<file path="config.mk">
export PLATFORM = sky130hd
export DESIGN_NAME = lbf_lockset_reg
export DESIGN_NICKNAME = d
export VERILOG_FILES = /design/src/rtl/lbf_pkg.sv /design/src/rtl/lbf_hash.sv /design/src/rtl/lbf_cnt_cell.sv /design/src/rtl/lbf_lockset_reg.sv
export SDC_FILE = /design/constraint.sdc
export NUM_CORES = 1
export LEC_CHECK = 0
export BUFFER_PORTS_ARGS = -buffer_cell sky130_fd_sc_hd__buf_2
export CAP_MARGIN = 20
export CORE_ASPECT_RATIO = 1.75
export CORE_MARGIN = 1
export CORE_UTILIZATION = 53
export DETAILED_ROUTE_END_ITERATION = 16
export GPL_ROUTABILITY_DRIVEN = 0
export GPL_TIMING_DRIVEN = 0
export PLACE_DENSITY = 0.74
export REMOVE_ABC_BUFFERS = 1
export SLEW_MARGIN = 40
export SYNTH_ARGS = -nofsm -noshare
export SYNTH_HDL_FRONTEND = slang
export SYNTH_SLANG_ARGS = --single-unit
</file>
<file path="constraint.sdc">
create_clock -name clk -period 2.8 [get_ports clk]
set_input_delay 0.42 -clock clk [delete_from_list [all_inputs] [get_ports clk]]
set_output_delay 0.42 -clock clk [all_outputs]
set_load 0.005 [all_outputs]
</file>
<file path="src/rtl/lbf_pkg.sv">
package lbf_pkg;
  typedef enum logic {
    CMD_ACQUIRE = 1'b0,
    CMD_RELEASE = 1'b1
  } lbf_cmd_e;
endpackage

</file>
<file path="src/rtl/lbf_hash.sv">
// Maps a lock address to one selected bit per filter part (one-hot within each part).
module lbf_hash #(
  parameter int ADDR_W    = 32,
  parameter int NUM_PARTS = 4,
  parameter int SEL_W     = 2,
  parameter int ADDR_LSB  = 2,
  localparam int PART_BITS = 1 << SEL_W,
  localparam int FILT_W    = NUM_PARTS * PART_BITS
) (
  input  logic [ADDR_W-1:0] addr,
  output logic [FILT_W-1:0] sel
);
  always_comb begin
    sel = '0;
    for (int p = 0; p < NUM_PARTS; p++) begin
      sel[p*PART_BITS + int'(addr[ADDR_LSB + p*SEL_W +: SEL_W])] = 1'b1;
    end
  end
endmodule

</file>
<file path="src/rtl/lbf_cnt_cell.sv">
// One filter bit with its saturating occupancy counter.
module lbf_cnt_cell #(
  parameter int CNT_W = 2
) (
  input  logic clk,
  input  logic rst,
  input  logic inc,
  input  logic dec,
  output logic bit_o,
  output logic at_zero,
  output logic at_max
);
  localparam logic [CNT_W-1:0] CNT_MAX = {CNT_W{1'b1}};
  localparam logic [CNT_W-1:0] CNT_ONE = {{(CNT_W-1){1'b0}}, 1'b1};

  logic [CNT_W-1:0] cnt;

  assign at_zero = (cnt == '0);
  assign at_max  = (cnt == CNT_MAX);

  always_ff @(posedge clk) begin
    if (rst) begin
      cnt   <= '0;
      bit_o <= 1'b0;
    end else if (inc) begin
      if (!at_max) cnt <= cnt + CNT_ONE;
      bit_o <= 1'b1;
    end else if (dec && !at_zero) begin
      cnt <= cnt - CNT_ONE;
      if (cnt == CNT_ONE) bit_o <= 1'b0;
    end
  end
endmodule

</file>
<file path="src/rtl/lbf_lockset_reg.sv">
module lbf_lockset_reg #(
  parameter int ADDR_W    = 32,
  parameter int NUM_PARTS = 4,
  parameter int SEL_W     = 2,
  parameter int ADDR_LSB  = 2,
  parameter int CNT_W     = 2,
  localparam int PART_BITS = 1 << SEL_W,
  localparam int FILT_W    = NUM_PARTS * PART_BITS
) (
  input  logic              clk,
  input  logic              rst,
  input  logic              cmd_valid,
  input  logic              cmd_release,
  input  logic [ADDR_W-1:0] cmd_addr,
  output logic [FILT_W-1:0] filter_o,
  output logic              ovf_o,
  output logic              unf_o
);
  import lbf_pkg::*;

  logic [FILT_W-1:0] sel, zero_vec, max_vec, inc_vec, dec_vec;
  logic is_acq, is_rel, zero_hit, max_hit, rel_ok;

  lbf_hash #(
    .ADDR_W(ADDR_W), .NUM_PARTS(NUM_PARTS), .SEL_W(SEL_W), .ADDR_LSB(ADDR_LSB)
  ) i_hash (
    .addr(cmd_addr),
    .sel (sel)
  );

  assign is_acq   = cmd_valid && (lbf_cmd_e'(cmd_release) == CMD_ACQUIRE);
  assign is_rel   = cmd_valid && (lbf_cmd_e'(cmd_release) == CMD_RELEASE);
  assign zero_hit = |(sel & zero_vec);
  assign max_hit  = |(sel & max_vec);
  assign rel_ok   = is_rel && !zero_hit;
  assign inc_vec  = is_acq ? sel : '0;
  assign dec_vec  = rel_ok ? sel : '0;

  for (genvar b = 0; b < FILT_W; b++) begin : g_cell
    lbf_cnt_cell #(.CNT_W(CNT_W)) i_cell (
      .clk    (clk),
      .rst    (rst),
      .inc    (inc_vec[b]),
      .dec    (dec_vec[b]),
      .bit_o  (filter_o[b]),
      .at_zero(zero_vec[b]),
      .at_max (max_vec[b])
    );
  end

  always_ff @(posedge clk) begin
    if (rst) begin
      ovf_o <= 1'b0;
      unf_o <= 1'b0;
    end else begin
      if (is_acq && max_hit) ovf_o <= 1'b1;
      if (is_rel && zero_hit) unf_o <= 1'b1;
    end
  end
endmodule

</file>
==> flow_summary.toml <==
[status]
status = "completed"

[grt]
grt_start_max_net_pins = 67
antenna_found_initial = 0
grt_use_total_pct = 24.4
grt-ovfl-total = 0
grt_pass1_vias = 3797
grt_pass1_wl_um = 16800

[logic_synthesis]
yosysUniqueCellTypes = 47
ys_seq_area_share_pct = 23.9
synthArstFlopShare_pct = 0
synth_flop_cell = "dfxtp_1"
synth_edf_count = 0
syn_inst = 498
avgSynthCellArea_um2 = 8.40
ys_warn_count = 0
syn-cell-area_mm2 = 0.00418
synth-seq-cells = 50

[sta]
worst_pin_slew_ns = 0.872
finalClockSkew_ns = 0.00489
slew_headroom_pct = 41.1
layout_min_cycle_time_ns = 2.60
timing_hold_violations_final = 0
fin_crit_sh_pct = 92.8
setup_viol = 0
grt_setup_unrepaired = "no"
fmax_ghz = 0.385
timing.final.ws_setup_ns = 0.201
setup-tns-final_ns = 0
slew_viol_final = 0

[worst_setup_path]
cp.depth = 7
startpoint_type = "flip-flop"
critPathMaxFanout = 21
critical_path_buf_inv_count = 2
ff2ff_setup_slack_ns = 0.20
reg2reg_depth = 7
path_class = "reg2reg"
max_stage_delay_ns = 0.51
critPathSlowestCell = "mux4_2"
end_kind = "flip-flop"
crit_chain = "inv_1 > ha_1 > mux4_2 > or3_4 > buf_16 > o32ai_2 > mux2_1"
r2r-end = "g_cell[0].i_cell.cnt[0]"
critPathTopFamily = "multiplexers"
r2r_start = "g_cell[4].i_cell.cnt[1]"
worstPathArrival_ns = 2.78
cp.required_ns = 2.98

[layout]
ff_latch_area_mm2 = 0.00100
layout.cells.non_filler = 582
multi_input_area_mm2 = 0.00279
drive_gt1_share_pct = 15.2
syn2layout_area_growth_pct = 7.03
antennaDiodeCount = 0
nets = 578
fillers = 656

[routing]
drt-total-wl_um = 9830
vias = 3774
avgRoutedWirePerCell_um = 16.9
dr.pass1.iters = 4
drtAntennaViolNets = 0
drt_first_iter_violations = 267
viasPerCell = 6.48
drc = 0

[min_path]
hp-start = "unf_o"
hp-class = "reg2reg"
hold_end = "unf_o"
holdPathStages = 2

[cts]
cts_hold_buf = 0
cts-root-buf = "clkbuf_16"
clkTransAtPathRegs_ns = 0.07
cts_buffers = 5
clock_latency_ns = 0.30
cts_tree = "yes"
htreeDepth = 2
clk_path_buf_depth = 2
numClockSinks = 50

[job]
maxCapViolCount = 0

[floorplanning]
io_pins = 54
die_w_um = 69.2
dieArea_mm2 = 0.00827
die_y_um = 120
core_area_mm2 = 0.00762
row_count = 42
start_util_pct = 54.9

[place]
hpwl_um = 6820
place_ws_ns = -0.169
port_buffers = 29
dpl.cell_count = 573

[power_and_ir_drop]
ir_drop_mv = 0.242
cellLeakagePower_nw = 1.64
p_per_area_mw_per_mm2 = 346
finalPower_w = 0.00155
## worst reg2reg max path: stages, from the launching register on
cell and delay, ns:
dfxtp_1 0.39, inv_1 0.10, ha_1 0.22, mux4_2 0.51, or3_4 0.47, buf_16 0.18, o32ai_2 0.28, mux2_1 0.34
## Yosys cell counts, types with 7 or more instances
| master | count | area, µm² |
|---|---|---|
| nor3b_1 | 8 | 60.1 |
| o221ai_1 | 11 | 96.3 |
| ha_1 | 48 | 601 |
| o2bb2ai_1 | 9 | 78.8 |
| a31oi_1 | 21 | 131 |
| mux2_2 | 12 | 135 |
| nor3_1 | 22 | 110 |
| dfxtp_1 | 50 | 1000 |
| nor2_1 | 53 | 199 |
| nand2_1 | 24 | 90.1 |
| a21oi_1 | 15 | 75.1 |
| mux4_2 | 7 | 158 |
| o31ai_1 | 8 | 60.1 |
| buf_4 | 16 | 120 |
| inv_1 | 48 | 180 |
| nand3_1 | 13 | 65.1 |
| a311oi_1 | 14 | 123 |
| or3_1 | 8 | 50.1 |
| clkbuf_1 | 25 | 93.8 |
## logic make-up after synthesis
kind of cell / Yosys count / synth area share [%]
buf+inv: 95 / 10.3
simple gates: 164 / 21.3
compound gates: 115 / 21.3
mux: 26 / 8.85
flops: 50 / 23.9
fa+ha+maj: 48 / 14.4
## flip-flops by register name, summed over array words and instances, names as in the netlist
register,flops
g_cell.i_cell.bit_o,16
ovf_o,1
g_cell.i_cell.cnt,32
unf_o,1
## placed cells by master (no fill, tap or decap), drive strengths merged, types with 5 or more instances in the layout
| master | count |
|---|---|
| dfxtp | 50 |
| a32oi | 5 |
| mux4 | 7 |
| nor4b | 5 |
| a21oi | 15 |
| or3 | 8 |
| a31oi | 21 |
| a211oi | 6 |
| nand3 | 13 |
| nor3b | 8 |
| nand2 | 24 |
| o21ai | 5 |
| a22oi | 6 |
| clkbuf | 7 |
| nor2 | 53 |
| inv | 48 |
| o32ai | 6 |
| mux2 | 18 |
| o2bb2ai | 9 |
| a311oi | 14 |
| buf | 36 |
| nor3 | 23 |
| o221ai | 11 |
| o31ai | 8 |
| nand4 | 5 |
| ha | 48 |
## per-layer routing
metal,routed length [µm],global-route usage (%),vias up
met5,0,0,-
met4,238,13.1,0
met3,389,4.28,16
met2,5300,45.4,86
met1,3900,25.3,1852
li1,-,-,1820
## timing repair
action / in CTS / in global routing
gates cloned: 0 / 0
pin swaps: 0 / 1
endpoints found under the setup margin: 5 / 3
resized for setup: 1 / 0
setup buffers: 0 / 2
## final cells by class
type                    instances  area share (%)
inverters                      48            4.02
multi-input cells             353            62.2
repair buffers                 36            5.98
clock buffers                   7            2.96
flip-flops and latches         50            22.4
well taps                      88            2.46
## how the worst max path moves through the flow
stage / startpoint / end / slack (ns)
detailed placement: cmd_addr[3] / g_cell[0].i_cell.cnt[0] / -0.17
floorplan: g_cell[0].i_cell.cnt[0] / g_cell[0].i_cell.cnt[0] / 0.14
finish: g_cell[4].i_cell.cnt[1] / g_cell[0].i_cell.cnt[0] / 0.20
CTS: g_cell[0].i_cell.cnt[1] / g_cell[0].i_cell.cnt[0] / 0.09
global route: g_cell[5].i_cell.cnt[0] / g_cell[0].i_cell.cnt[0] / 0.08
global placement: cmd_addr[7] / g_cell[8].i_cell.cnt[0] / -0.54
## power breakdown
group / switching (W) / leakage, nW / internal [W]
Sequential: 0.0000155 / 0.405 / 0.000730
Combinational: 0.000119 / 1.17 / 0.0000810
Clock: 0.000277 / 0.0640 / 0.000328
Total: 0.000411 / 1.64 / 0.00114
## stage by stage
step / hold WS, ns / util (%) / instance area [µm²]
floorplan: 0.436 / - / 3930
global placement: 0.434 / 55.0 / 4190
detailed placement: 0.441 / 56.5 / 4310
CTS: 0.452 / 58.3 / 4440
global route: 0.478 / 58.8 / 4480
finish: 0.448 / 58.8 / 4480
Note: power is estimated with default switching activity, not from simulation.
